## src/rtl/ntx_pkg.sv

```systemverilog
// Shared types for the nine-bit transmitter.
// Assumes nothing beyond being compiled before the modules that import it.
package ntx_pkg;

    typedef enum logic {
        SQ_IDLE = 1'b0,
        SQ_RUN  = 1'b1
    } seq_state_t;

endpackage

```

## src/rtl/ntx_hold_buf.sv

```systemverilog
// Holding buffer: keeps the ninth-bit register and one queued word.
// Assumes the ninth bit is written before its data byte; take is only
// pulsed by the sequencer while full is set.
module ntx_hold_buf #(
    parameter int DATA_W = 8
) (
    input  logic              clk,
    input  logic              rst_n,
    input  logic              ninth_wr,
    input  logic              ninth_in,
    input  logic              data_wr,
    input  logic [DATA_W-1:0] data_in,
    input  logic              take,
    output logic              full,
    output logic [DATA_W:0]   word
);

    logic ninth_q;

    // Ninth-bit register, loaded ahead of the byte.
    always_ff @(posedge clk) begin
        if (!rst_n)
            ninth_q <= 1'b0;
        else if (ninth_wr)
            ninth_q <= ninth_in;
    end

    // Queue slot: accepts a byte only when empty, frees on take.
    always_ff @(posedge clk) begin
        if (!rst_n) begin
            full <= 1'b0;
            word <= '0;
        end else if (!full && data_wr) begin
            full <= 1'b1;
            word <= {ninth_q, data_in};
        end else if (take) begin
            full <= 1'b0;
        end
    end

    AST_WRITE_FILLS: assert property (@(posedge clk) disable iff (!rst_n)
        (!full && data_wr) |=> full);
    AST_FULL_WRITE_DROPPED: assert property (@(posedge clk) disable iff (!rst_n)
        (full && data_wr && !take) |=> (full && $stable(word)));
    AST_TAKE_NEEDS_WORD: assert property (@(posedge clk) disable iff (!rst_n)
        take |-> full);

endmodule

```

## src/rtl/ntx_frame_seq.sv

```systemverilog
// Frame sequencer: shifts start, data, ninth and stop bits onto the line,
// pulls words from the holding buffer and decides each interrupt event.
// Assumes bit_tick is a single-cycle pulse and the mode inputs change
// only while the line is idle.
module ntx_frame_seq
    import ntx_pkg::*;
#(
    parameter int DATA_W = 8
) (
    input  logic            clk,
    input  logic            rst_n,
    input  logic            bit_tick,
    input  logic            irq_late,
    input  logic            last_irq_en,
    input  logic            buf_full,
    input  logic [DATA_W:0] hold_word,
    output logic            take,
    output logic            irq_set,
    output logic            busy,
    output logic            tx_line
);

    localparam int FRAME_LEN = DATA_W + 3;
    localparam int IDX_W     = $clog2(FRAME_LEN);
    localparam logic [IDX_W-1:0] NINTH_I = IDX_W'(DATA_W + 1);
    localparam logic [IDX_W-1:0] STOP_I  = IDX_W'(DATA_W + 2);

    seq_state_t       state;
    logic [IDX_W-1:0] idx;
    logic [DATA_W:0]  sreg;
    logic             pending;
    logic             irq_given;

    logic tick_run, at_sos, at_eos, idle_load;
    logic early_xfer, eos_xfer, sos_irq, eos_irq;

    assign busy = (state == SQ_RUN);

    // Event decode: which frame boundary this cycle's tick closes.
    always_comb begin
        tick_run   = busy && bit_tick;
        at_sos     = tick_run && (idx == NINTH_I);
        at_eos     = tick_run && (idx == STOP_I);
        idle_load  = !busy && buf_full;
        early_xfer = at_sos && !irq_late && buf_full;
        eos_xfer   = at_eos && buf_full && !pending;
    end

    // Interrupt placement: one stop-bit event per frame, buffer sampled here.
    always_comb begin
        sos_irq = at_sos && !irq_late && (buf_full || last_irq_en);
        if (irq_late)
            eos_irq = at_eos && (buf_full || last_irq_en);
        else
            eos_irq = eos_xfer && !irq_given;
        irq_set = idle_load || sos_irq || eos_irq;
        take    = idle_load || early_xfer || eos_xfer;
    end

    // Frame state, bit index and shift register.
    always_ff @(posedge clk) begin
        if (!rst_n) begin
            state     <= SQ_IDLE;
            idx       <= '0;
            sreg      <= '0;
            pending   <= 1'b0;
            irq_given <= 1'b0;
        end else if (idle_load) begin
            state     <= SQ_RUN;
            idx       <= '0;
            sreg      <= hold_word;
            pending   <= 1'b0;
            irq_given <= 1'b0;
        end else if (tick_run) begin
            if (at_eos) begin
                if (pending) begin
                    idx       <= '0;
                    pending   <= 1'b0;
                    irq_given <= 1'b0;
                end else if (buf_full) begin
                    idx       <= '0;
                    sreg      <= hold_word;
                    irq_given <= 1'b0;
                end else begin
                    state <= SQ_IDLE;
                end
            end else begin
                idx <= idx + 1'b1;
                if ((idx != '0) && (idx < NINTH_I))
                    sreg <= sreg >> 1;
                if (at_sos) begin
                    irq_given <= sos_irq;
                    if (early_xfer) begin
                        sreg    <= hold_word;
                        pending <= 1'b1;
                    end
                end
            end
        end
    end

    // Line level from the frame position.
    always_comb begin
        if (!busy)
            tx_line = 1'b1;
        else if (idx == '0)
            tx_line = 1'b0;
        else if (idx == STOP_I)
            tx_line = 1'b1;
        else
            tx_line = sreg[0];
    end

    AST_LOAD_BEGINS_FRAME: assert property (@(posedge clk) disable iff (!rst_n)
        (!busy && buf_full) |=> (busy && !tx_line));
    AST_LATE_SKIPS_SOS: assert property (@(posedge clk) disable iff (!rst_n)
        (at_sos && irq_late) |-> !irq_set);
    AST_PENDING_START_SILENT: assert property (@(posedge clk) disable iff (!rst_n)
        (at_eos && pending) |-> !irq_set);
    AST_LAST_FRAME_IDLES: assert property (@(posedge clk) disable iff (!rst_n)
        (at_eos && !buf_full && !pending) |=> (tx_line && !busy));

endmodule

```

## src/rtl/ntx_irq_flag.sv

```systemverilog
// Interrupt flag: set by the sequencer, cleared by software.
// Assumes set and clear may coincide; set takes priority.
module ntx_irq_flag (
    input  logic clk,
    input  logic rst_n,
    input  logic irq_set,
    input  logic irq_clr,
    output logic tx_irq
);

    // Sticky flag with set-over-clear priority.
    always_ff @(posedge clk) begin
        if (!rst_n)
            tx_irq <= 1'b0;
        else if (irq_set)
            tx_irq <= 1'b1;
        else if (irq_clr)
            tx_irq <= 1'b0;
    end

    AST_SET_WINS: assert property (@(posedge clk) disable iff (!rst_n)
        irq_set |=> tx_irq);
    AST_CLEAR_TAKES: assert property (@(posedge clk) disable iff (!rst_n)
        (irq_clr && !irq_set) |=> !tx_irq);

endmodule

```

## src/rtl/ninebit_dbuf_tx.sv

```systemverilog
// Top of the double-buffered nine-bit transmitter: ties the holding buffer,
// the frame sequencer and the interrupt flag together.
// Assumes bit_tick comes from an external bit-rate divider.
module ninebit_dbuf_tx #(
    parameter int DATA_W = 8
) (
    input  logic              clk,
    input  logic              rst_n,
    input  logic              bit_tick,
    input  logic              ninth_wr,
    input  logic              ninth_in,
    input  logic              data_wr,
    input  logic [DATA_W-1:0] data_in,
    input  logic              irq_late,
    input  logic              last_irq_en,
    input  logic              irq_clr,
    output logic              tx_line,
    output logic              tx_irq,
    output logic              buf_full
);

    logic            take;
    logic            irq_set;
    logic            busy;
    logic [DATA_W:0] hold_word;

    ntx_hold_buf #(.DATA_W(DATA_W)) u_buf (
        .clk      (clk),
        .rst_n    (rst_n),
        .ninth_wr (ninth_wr),
        .ninth_in (ninth_in),
        .data_wr  (data_wr),
        .data_in  (data_in),
        .take     (take),
        .full     (buf_full),
        .word     (hold_word)
    );

    ntx_frame_seq #(.DATA_W(DATA_W)) u_seq (
        .clk         (clk),
        .rst_n       (rst_n),
        .bit_tick    (bit_tick),
        .irq_late    (irq_late),
        .last_irq_en (last_irq_en),
        .buf_full    (buf_full),
        .hold_word   (hold_word),
        .take        (take),
        .irq_set     (irq_set),
        .busy        (busy),
        .tx_line     (tx_line)
    );

    ntx_irq_flag u_irq (
        .clk     (clk),
        .rst_n   (rst_n),
        .irq_set (irq_set),
        .irq_clr (irq_clr),
        .tx_irq  (tx_irq)
    );

    AST_BUF_FREED_BY_SHIFTER: assert property (@(posedge clk) disable iff (!rst_n)
        (buf_full && take) |=> (busy && !buf_full));

endmodule

```

## config.mk

```make
export PLATFORM = sky130hd
export DESIGN_NAME = ninebit_dbuf_tx
export DESIGN_NICKNAME = d
export VERILOG_FILES = /design/src/rtl/ntx_pkg.sv /design/src/rtl/ntx_hold_buf.sv /design/src/rtl/ntx_frame_seq.sv /design/src/rtl/ntx_irq_flag.sv /design/src/rtl/ninebit_dbuf_tx.sv
export SDC_FILE = /design/constraint.sdc
export NUM_CORES = 1
export LEC_CHECK = 0
export BUFFER_PORTS_ARGS = -buffer_cell sky130_fd_sc_hd__buf_2
export CAP_MARGIN = 20
export CELL_PAD_IN_SITES_DETAIL_PLACEMENT = 1
export CELL_PAD_IN_SITES_GLOBAL_PLACEMENT = 2
export CORE_MARGIN = 1
export CORE_UTILIZATION = 34
export DETAILED_ROUTE_END_ITERATION = 12
export PLACE_DENSITY_LB_ADDON = 0.1
export SLEW_MARGIN = 15
export SYNTH_ARGS = -nofsm -noshare
export SYNTH_HDL_FRONTEND = slang
export SYNTH_SLANG_ARGS = --single-unit
```

## constraint.sdc

```tcl
create_clock -name clk -period 2.2 [get_ports clk]
set_clock_uncertainty 0.1 [all_clocks]
set_input_delay 0.22 -clock clk [delete_from_list [all_inputs] [get_ports clk]]
set_output_delay 0.22 -clock clk [all_outputs]
set_load 0.1 [all_outputs]
```

After elaboration in Yosys (flattened, before gate mapping)
Cells that the tools add are included.
{"block": "totals", "wordCells": 87, "inputBits": 17, "output_inout_bits": 3, "ff_bits": 28}
{"block": "classes", "n_bitwise": 1, "n_eq_ne": 7, "n_mux": 31, "n_addsub": 1, "order_cmp": 1, "n_reduce_logical": 37}
{"cell": "$mux 9", "count": 8}
{"cell": "$mux 1", "count": 20}
{"cell": "$logic_and 1x1->1", "count": 13}
{"cell": "$mux 4", "count": 3}
{"cell": "$reduce_bool 2->1", "count": 6}
{"cell": "$reduce_and 3->1", "count": 3}
{"cell": "$eq 4x4->1 const B", "count": 2}
{"cell": "$ne 3x3->1 const B", "count": 2}
{"cell": "$logic_not 1->1", "count": 5}
{"cell": "$logic_or 1x1->1", "count": 5}
{"cell": "$add 4x1->4 const B", "count": 1}
{"cell": "$logic_not 4->1", "count": 1}
{"cell": "$lt 4x4->1 const B", "count": 1}
{"cell": "$reduce_and 4->1", "count": 1}
{"cell": "$reduce_bool 4->1", "count": 1}
{"cell": "$ne 3x2->1 const B", "count": 1}
{"cell": "$ne 2x1->1 const B", "count": 1}
{"cell": "$ne 2x2->1 const B", "count": 1}
{"cell": "$reduce_and 2->1", "count": 1}
{"cell": "$reduce_or 2->1", "count": 1}
{"cell": "$not 1->1", "count": 1}

Logic depth before layout (Yosys ltp)
Gate-level depths: netlist of run 1.
{"block": "depth", "ltp_word": 9, "mapped_depth": 8}

Modules after synthesis
From an unflattened synthesis of run 1, not the netlist that was laid out.
{"block": "hier_totals", "hier_cells": 175, "area_unflattened_um2": 1536.5}
{"mod": "ntx_frame_seq", "cells_each": 126, "instances": 1, "area_each_um2": 1057.3}
{"mod": "ntx_hold_buf", "cells_each": 46, "instances": 1, "area_each_um2": 437.9}
{"mod": "ntx_irq_flag", "cells_each": 3, "instances": 1, "area_each_um2": 41.3}

Least setup slack after synthesis of run 1
OpenSTA, ideal clock, no wires.
{"block": "synth_timing", "path_type": "register to register", "startpoint": "register u_buf.full", "endpoint": "register u_seq.sreg[2]", "path_stages_with_launch": 7, "setup_ns": 0.088, "arrival_time_ns": 2.211, "path_slack_ns": -0.200, "n_path_buf": 2, "required_ns": 2.012, "period_less_slack_ns": 2.400, "cell_sequence": "dfxtp_1 > clkbuf_1 > nand2b_1 > o21ai_1 > clkbuf_1 > o21ai_0 > a311oi_2"}
{"block": "synth_between", "elab_chain_cells": 6}
{"element": "start, declared", "line": "ntx_hold_buf.sv:14", "text": "output logic full,"}
{"element": "start signal, assigned", "line": "ntx_hold_buf.sv:31", "text": "full <= 1'b0;"}
{"element": "start signal, assigned", "line": "ntx_hold_buf.sv:34", "text": "full <= 1'b1;"}
{"element": "start signal, assigned", "line": "ntx_hold_buf.sv:37", "text": "full <= 1'b0;"}
{"element": "$logic_and 1x1->1", "line": "ntx_frame_seq.sv:45", "text": "early_xfer = at_sos && !irq_late && buf_full;"}
{"element": "$mux 9", "line": "ntx_frame_seq.sv:93", "text": "if (early_xfer) begin"}
{"element": "$mux 9", "line": "ntx_frame_seq.sv:91", "text": "if (at_sos) begin"}
{"element": "$mux 9", "line": "ntx_frame_seq.sv:75", "text": "if (at_eos) begin"}
{"element": "$mux 9", "line": "ntx_frame_seq.sv:74", "text": "end else if (tick_run) begin"}
{"element": "$mux 9", "line": "ntx_frame_seq.sv:68", "text": "end else if (idle_load) begin"}
{"element": "end signal, assigned", "line": "ntx_frame_seq.sv:71", "text": "sreg <= hold_word;"}
{"element": "end signal, assigned", "line": "ntx_frame_seq.sv:90", "text": "sreg <= sreg >> 1;"}
{"element": "end signal, assigned", "line": "ntx_frame_seq.sv:94", "text": "sreg <= hold_word;"}
{"element": "end, declared", "line": "ntx_frame_seq.sv:30", "text": "logic [DATA_W:0] sreg;"}
Parallel ways exist; a longest one is shown, timed or not. The select of a mux whose other input is x is not followed.
A chain may end at the register's enable or synchronous reset.

Worst setup path after layout of run 1
{"block": "layout_timing", "startpoint": "register u_seq.idx[1]", "endpoint": "output port tx_line"}
{"block": "layout_between", "elab_chain_cells": 4}
{"element": "start, declared", "line": "ntx_frame_seq.sv:29", "text": "logic [IDX_W-1:0] idx;"}
{"element": "start signal, assigned", "line": "ntx_frame_seq.sv:88", "text": "idx <= idx + 1'b1;"}
{"element": "$eq 4x4->1", "line": "ntx_frame_seq.sv:108", "text": "else if (idx == STOP_I)"}
{"element": "$mux 1", "line": "ntx_frame_seq.sv:108"}
{"element": "$mux 1 (*)", "line": "ntx_frame_seq.sv:106", "text": "else if (idx == '0)"}
{"element": "$mux 1 (*)", "line": "ntx_frame_seq.sv:104", "text": "if (!busy)"}
{"element": "end, declared", "line": "ninebit_dbuf_tx.sv:17", "text": "output logic tx_line,"}
Every way passes the cells marked *; elsewhere a longest branch is shown, timed or not.

==> metrics.md, run 1 <==
| Metric | Value |
|---|---|
| Critical path arrival | `1.72 ns` |
| Root Buffer | `clkbuf_8` |
| Die Wd | `71.5 um` |
| Synth unique cells | `40` |
| Crit path capture type | `primary output` |
| Num CTS Buffers | `3` |
| Synth Area per Inst | `between 8 and 9 um2` |
| Worst-path cell chain | `inv_1 > ha_1 > and2b_1 > buf_4 > nor2_1 > o22ai_1 > nand2_1 > buf_12` |
| # Max-Cap Violations | `0` |
| Hpwl dp | `~3200 um` |
| Initial antenna violation count | `0` |
| Remaining Overflow, GRT | `0` |
| Port Buffers | `19` |
| Run status | `finished clean` |
| Peak supply drop | `about 0.34 mV` |
| # nets final | `between 200 and 250` |
| CP max FO | `9` |
| Worst Hold Class | `in -> reg` |
| Post-CTS Setup Inserts | `0` |
| DIE AREA | `about 5100 um2` |
| Antenna Cells | `0` |
| H-tree level count | `1` |
| Period utilisation layout | `between 90% and 100%` |
| Rel. slew slack | `between 40% and 50%` |
| Share of cells above drive strength 1 | `between 20% and 30%` |
| TritonCTS clock tree | `built` |
| # DRC | `0` |
| Cell Area, Synth | `between 1500 and 2000 um2` |
| Setup Slack @ Placement | `approximately 0.066 ns` |
| Post-synthesis sequential area ratio | `34.1%` |
| # IOs | `20` |
| Worst setup margin | `between 0.15 and 0.2 ns` |
| Site row count | `24` |
| Initial Utilization | `36.5%` |
| WL per Instance | `about 16 um` |
| Slew Limit Fails | `0` |
| Worst EP required | `roughly 1.9 ns` |
| RSZ-0062 raised after global routing | `no` |
| Layout Area Growth over Synthesis | `13.5%` |
| Placed Area | `1790 um2` |
| Clock Sinks | `28` |
| CP Class | `reg -> out` |
| Post-detailed-route count of antenna-violating nets | `0` |
| Static leakage | `0.653 nW` |
| Crit-path slowest cell | `dfxtp_2` |
| Ys flop type | `dfxtp_1` |
| Initial DRC count | `38` |
| Clock transition at path regs | `approximately 0.1 ns` |
| First-pass GRT wire length | `7500 um` |
| Tmin final | `2.04 ns` |
| Hold Vio Cnt, Final | `0` |
| Post-synth EDFFs | `0` |
| Mapped Cells | `around 190` |
| Placed Cells incl. Taps | `258` |
| Synth Warn # | `0` |
| Final WL | `about 4300 um` |
| Ys async rst share | `0%` |
| Final Cell Area | `1870 um2` |
| Vias in the first global route | `1,507` |
| Largest net degree at the start of global routing | `21` |
| Largest stage delay, worst path | `between 0.3 and 0.4 ns` |
| Fmax | `roughly 0.49 GHz` |
| Setup TNS Final | `0 ns` |
| Clock Tree Buf Depth | `2` |
| Clk_lat worst skew | `0.29 ns` |
| Pwr dens | `approximately 600 nW/um2` |
| Gpl congestion | `0.791` |
| Vias | `~1,500` |
| FF-to-FF setup slack | `0.17 ns` |
| Worst-Margin Slew | `between 0.7 and 0.8 ns` |
| Vias/cell | `around 5.7` |
| TritonRoute pass-1 iters | `4` |
| Post-Syn Nets | `between 200 and 250` |
| Finished Layout Cells | `about 260` |
| CP startpoint kind | `flop` |
| Core Area | `4500 um2` |
| GRT Total Usage | `about a fifth` |
| Die Ht | `71.5 um` |
| Cts-stage hold buffer count | `0` |
| Seq cells post-synth | `28` |
| Setup Viol. Count Final | `0` |
==> routing by layer <==
metal  vias to the layer above  GRT usage, %  part of all wire, %  wire, um
li1                        741             -                    -         -
met1                       710          27.1                   51      2200
met2                        23          28.5                   45      1930
met3                         7          2.39                  2.4       105
met4                         0          7.63                  1.7        74
met5                         -             0                    0         0
==> logic make-up after synthesis <==
group / Yosys count / share of synthesized area, %
xor+xnor: 2 / 1.07
simple gates: 64 / 19.7
fa+ha+maj: 5 / 3.81
mux: 2 / 1.22
buf+inv: 30 / 9.21
flops: 28 / 34.1
compound gates: 63 / 30.9
==> flip-flops by register name, summed over array words and instances, names as in the netlist <==
| signal | count |
|---|---|
| u_buf.full | 1 |
| u_buf.word | 9 |
| u_seq.idx | 4 |
| u_seq.busy | 1 |
| u_seq.sreg | 9 |
| u_seq.pending | 1 |
| u_seq.irq_given | 1 |
| u_buf.ninth_q | 1 |
| u_irq.tx_irq | 1 |
==> cells in the final DEF, fill, tap and decap left out, drive strengths merged, types with 2 or more instances in the layout <==
master   synthesis  final
a21oi           12     12
a311oi           8      8
and2b            2      2
buf              6     28
clkbuf          10      3
dfxtp           28     28
ha               5      5
inv             14     14
mux2i            2      2
nand2           25     25
nand2b           4      4
nand3b           2      2
nor2            12     12
nor3             3      3
o2111ai          9      9
o211ai           3      3
o21ai           11     11
o21bai           2      2
o22ai            2      2
o31a             2      2
o32ai            8      8
or3              7      7
xnor2            2      2
==> per-stage QoR <==
stage	utilization (%)	total power [W]	hold slack (ns)
finish	41.4	0.00115	0.0544
global route	41.4	0.00121	0.0631
CTS	41.3	0.00117	0.0453
detailed placement	39.7	0.000742	0.350
global placement	39.7	0.000735	0.346
floorplan	-	0.000684	0.248
==> worst max-delay path, delay by kind of cell, from the launching register on <==
family / cells / cell delay [ns]
fa+ha+maj: 1 / 0.18
simple gates: 3 / 0.36
compound gates: 1 / 0.08
flops: 1 / 0.37
buf+inv: 3 / 0.44
==> cell usage after synthesis (2+ instances only) <==
cell type  count  area (um2)
inv_1         14        52.6
o2111ai_1      9        78.8
ha_1           5        62.6
o32ai_1        8        70.1
dfxtp_1       28         561
mux2i_1        2        20.0
or3_1          7        43.8
o21ai_0        8        40.0
nor3_1         3        15.0
o211ai_1       3        22.5
and2b_1        2        15.0
buf_6          5        56.3
xnor2_1        2        17.5
o21ai_1        3        15.0
a21oi_1       12        60.1
o21bai_1       2        15.0
clkbuf_1      10        37.5
nand2_1       25        93.8
nor2_1        12        45.0
o22ai_1        2        12.5
nand3b_1       2        15.0
a311oi_2       8         120
o31a_1         2        17.5
nand2b_1       4        25.0
==> power by group <==
part | internal [W] | leakage, nW | total, W | switching [W]
combinational | 0.0000698 | 0.387 | 0.000185 | 0.000115
sequential | 0.000527 | 0.230 | 0.000544 | 0.0000171
clock | 0.000245 | 0.0357 | 0.000426 | 0.000181
==> area by class of cell <==
type	instances	area (um2)
clock buffers	3	41.3
fillers	545	2640
multi-input cells	136	933
inverters	14	52.6
clock inverters	1	30.0
repair buffers	28	178
well taps	52	65.1
flip-flops and latches	28	567
==> final timing paths <==
| path | start | end | cells after the start |
|---|---|---|---|
| worst max register to register | u_seq.idx[1] | u_seq.sreg[3] | 6 |
| worst max-delay path | u_seq.idx[1] | tx_line | 8 |
| worst min-delay path | data_in[0] | u_buf.word[0] | 3 |
| worst min register to register | u_buf.word[1] | u_buf.word[1] | 2 |
==> repair_timing <==
action                                  CTS  global route
gates resized for setup                   0             5
endpoints found under the hold margin     0             0
endpoints found under the setup margin    0            10
Note: power is estimated with default switching activity, not from simulation.
==> inputs of run 2 (changes only) <==
Settings changed: CTS_BUF_LIST from default to sky130_fd_sc_hd__clkbuf_8 sky130_fd_sc_hd__clkbuf_16, REMOVE_ABC_BUFFERS from default to 1, SETUP_SLACK_MARGIN from default to 0.15.
==> run 2 against run 1 <==
Die area unchanged. Global-route usage is 1.4 points higher. Fmax rose by 2.5%. Clock power down 0.9%. First-iteration DRC count rose by 32%. Largest power group unchanged. Via count is 6.0% higher. Register-to-register slack improved by 0.04 ns. Setup slack improved by 0.050 ns.
==> metrics.md, run 2 (synthesis gave the netlist of run 1 again) <==
| Metric | Value |
|---|---|
| Vias | `1,570 (+6.0%)` |
| # DRC | `0 (unchanged)` |
| # IOs | `20 (unchanged)` |
| # nets final | `243 (+4.3%)` |
| Finished Layout Cells | `272 (+3.8%)` |
| Number of cells on the worst reg-to-reg path | `7 (+1)` |
| Worst-Margin Slew | `0.837 ns (+0.0430 ns)` |
| Remaining Overflow, GRT | `0 (unchanged)` |
| Placed Cells incl. Taps | `259 (+0.39%)` |
| Largest stage delay, worst path | `0.36 ns (about the same)` |
| Share of cells above drive strength 1 | `30.0% (+6.7 points)` |
| Die Wd | `71.5 um (unchanged)` |
| H-tree level count | `1 (unchanged)` |
| Worst-path cell chain | `buf_4 > ha_2 > and2b_1 > a21oi_2 > buf_4 > o32ai_1 > a311oi_2` |
| Family with the most delay on the worst path | `compound AO/OA/AOI/OAI gates` |
| First-pass GRT wire length | `8260 um (+10%)` |
| Initial DRC count | `50 (+32%)` |
| Hold Vio Cnt, Final | `0 (unchanged)` |
| Sw Pwr | `0.000318 W (+1.6%)` |
| Crit-path slowest cell | `dfxtp_4` |
| Run status | `finished clean` |
| Clock Sinks | `28 (unchanged)` |
| Sequential Power Share | `46.1% (-1.0 points)` |
| Layout Area Growth over Synthesis | `21.2%` |
| Most frequent cells in the layout | `26 x dfxtp_1, 25 x nand2_1, 18 x buf_2, 16 x buf_4, 12 x inv_1` |
| Largest net degree at the start of global routing | `21 (unchanged)` |
| Vias in the first global route | `1,632 (+8.3%)` |
| Worst Hold Depth | `3 (unchanged)` |
| Gpl congestion | `0.735 (-7.0%)` |
| Switch share | `27.1% (about the same)` |
| Tmin final | `1.99 ns (-0.0502 ns)` |
| CP most frequent cell | `buf_4` |
| Final Hold Slack | `0.0659 ns (+0.0115 ns)` |
| Placed Area | `1800 um2 (+0.35%)` |
| Crit path buffers/inverters | `2 (-1)` |
| Clk_lat worst skew | `0.28 ns (about the same)` |
| TritonCTS clock tree | `built` |
| Die Ht | `71.5 um (unchanged)` |
| Clock network fraction of total power | `36.0% (-0.9 points)` |
| Vias/cell | `5.77 (+2.1%)` |
| Fmax | `0.503 GHz (+2.5%)` |
| Num CTS Buffers | `3 (unchanged)` |
| Root Buffer | `clkbuf_8` |
| Util after Layout | `44.3% (+2.8 points)` |
| Worst Hold Class | `in -> reg` |
| CP startpoint kind | `flop` |
| Setup Viol. Count Final | `0 (unchanged)` |
| Final Cell Area | `1990 um2 (+6.8%)` |
| Largest registers | `u_buf.word: 9 flops, u_seq.sreg: 9 flops, u_seq.idx: 4 flops` |
| CP Depth | `7 (-1)` |
| Most common cell after layout, fill and taps aside | `dfxtp_1` |
| Peak supply drop | `0.342 mV (-0.53%)` |
| CP Class | `reg -> reg` |
| Antenna Cells | `0 (unchanged)` |
| Final Total Pwr | `0.00117 W (+1.5%)` |
| # Max-Cap Violations | `0 (unchanged)` |
| Clock Tree Buf Depth | `2 (unchanged)` |
| TritonRoute pass-1 iters | `4 (unchanged)` |
| Static leakage | `0.725 nW (+11%)` |
| FF-to-FF setup slack | `0.21 ns (+0.04 ns)` |
| WL per Instance | `17.4 um (+5.7%)` |
| GRT Total Usage | `20.1% (+1.4 points)` |
| Site row count | `24 (unchanged)` |
| Pwr dens | `588 nW/um2 (-4.9%)` |
| RSZ-0062 raised after global routing | `no` |
| Initial Utilization | `36.5% (unchanged)` |
| Post-detailed-route count of antenna-violating nets | `0 (unchanged)` |
| Critical path arrival | `2.08 ns (+0.36 ns)` |
| DIE AREA | `5120 um2 (unchanged)` |
| CP max FO | `10 (+1)` |
| Combinational Power Share | `17.9% (+1.9 points)` |
| Clock transition at path regs | `0.11 ns (about the same)` |
| Rel. slew slack | `44.2% (-2.9 points)` |
| Initial antenna violation count | `0 (unchanged)` |
| Final WL | `4730 um (+9.7%)` |
| Crit path capture type | `flop` |
| Worst EP required | `2.30 ns (+0.42 ns)` |
| Hpwl dp | `3200 um (-0.58%)` |
| Cell Int Power | `0.000854 W (+1.5%)` |
| Slew Limit Fails | `0 (unchanged)` |
| Core Area | `4500 um2 (unchanged)` |
| Period utilisation layout | `90.4% (-2.3 points)` |
| Port Buffers | `19 (unchanged)` |
## run 2: cell count changes in the layout (fill, tap and decap cells not counted), sizes merged
| cell | change |
|---|---|
| buf | +9 |
| o32a | +1 |
## run 2: final cells by class
type | instances | area (um2)
clock buffer | 3 | 41.3
clock inverter | 1 | 30.0
fill | 541 | 2510
inverter | 14 | 52.6
multi-input combinational | 137 | 983
sequential | 28 | 568
tap | 52 | 65.1
timing repair buffer | 37 | 253
## run 2: worst min-delay path, stage by stage
cell and delay (ns):
buf_2 0.09, nand2_1 0.04, a21oi_1 0.05
## run 2: timing repair
| action | CTS | global route |
|---|---|---|
| setup endpoints to repair | 10 | 9 |
| setup buffers | 4 | 4 |
| endpoints found under the hold margin | 0 | 0 |
| resized for setup | 8 | 11 |
| pin swaps | 0 | 2 |
| hold buffers | 0 | 0 |
| gates cloned | 0 | 1 |
## run 2: metal layers
| layer | share of wire (%) | routed length (um) | GRT usage [%] | up-vias |
|---|---|---|---|---|
| li1 | - | - | - | 768 |
| met1 | 49 | 2330 | 26.9 | 783 |
| met2 | 49 | 2300 | 34.4 | 17 |
| met3 | 1.9 | 90 | 3.80 | 2 |
| met4 | 0.30 | 14 | 3.49 | 0 |
| met5 | 0 | 0 | 0 | - |
## run 2: per-stage QoR
stage	setup slack, ns	setup TNS (ns)
finish	0.212	0
global placement	0.125	0
global route	0.130	0
floorplan	-0.636	-5.70
detailed placement	0.00807	0
CTS	0.179	0
## run 2: worst paths after layout
| kind | start | endpoint |
|---|---|---|
| worst max-delay path | u_seq.idx[1] | u_seq.sreg[1] |
| worst min-delay path | data_in[4] | u_buf.word[4] |
| worst max register to register | u_seq.idx[1] | u_seq.sreg[1] |
| worst min register to register | u_buf.ninth_q | u_buf.word[8] |
## run 2: power by group through the flow
stage                     logic, W  clock network [W]  registers [W]
after floorplan           0.000107                  0       0.000567
after CTS                 0.000199           0.000434       0.000541
final                     0.000210           0.000422       0.000540
after global routing      0.000232           0.000456       0.000544
after global placement    0.000185                  0       0.000553
after detailed placement  0.000190                  0       0.000554
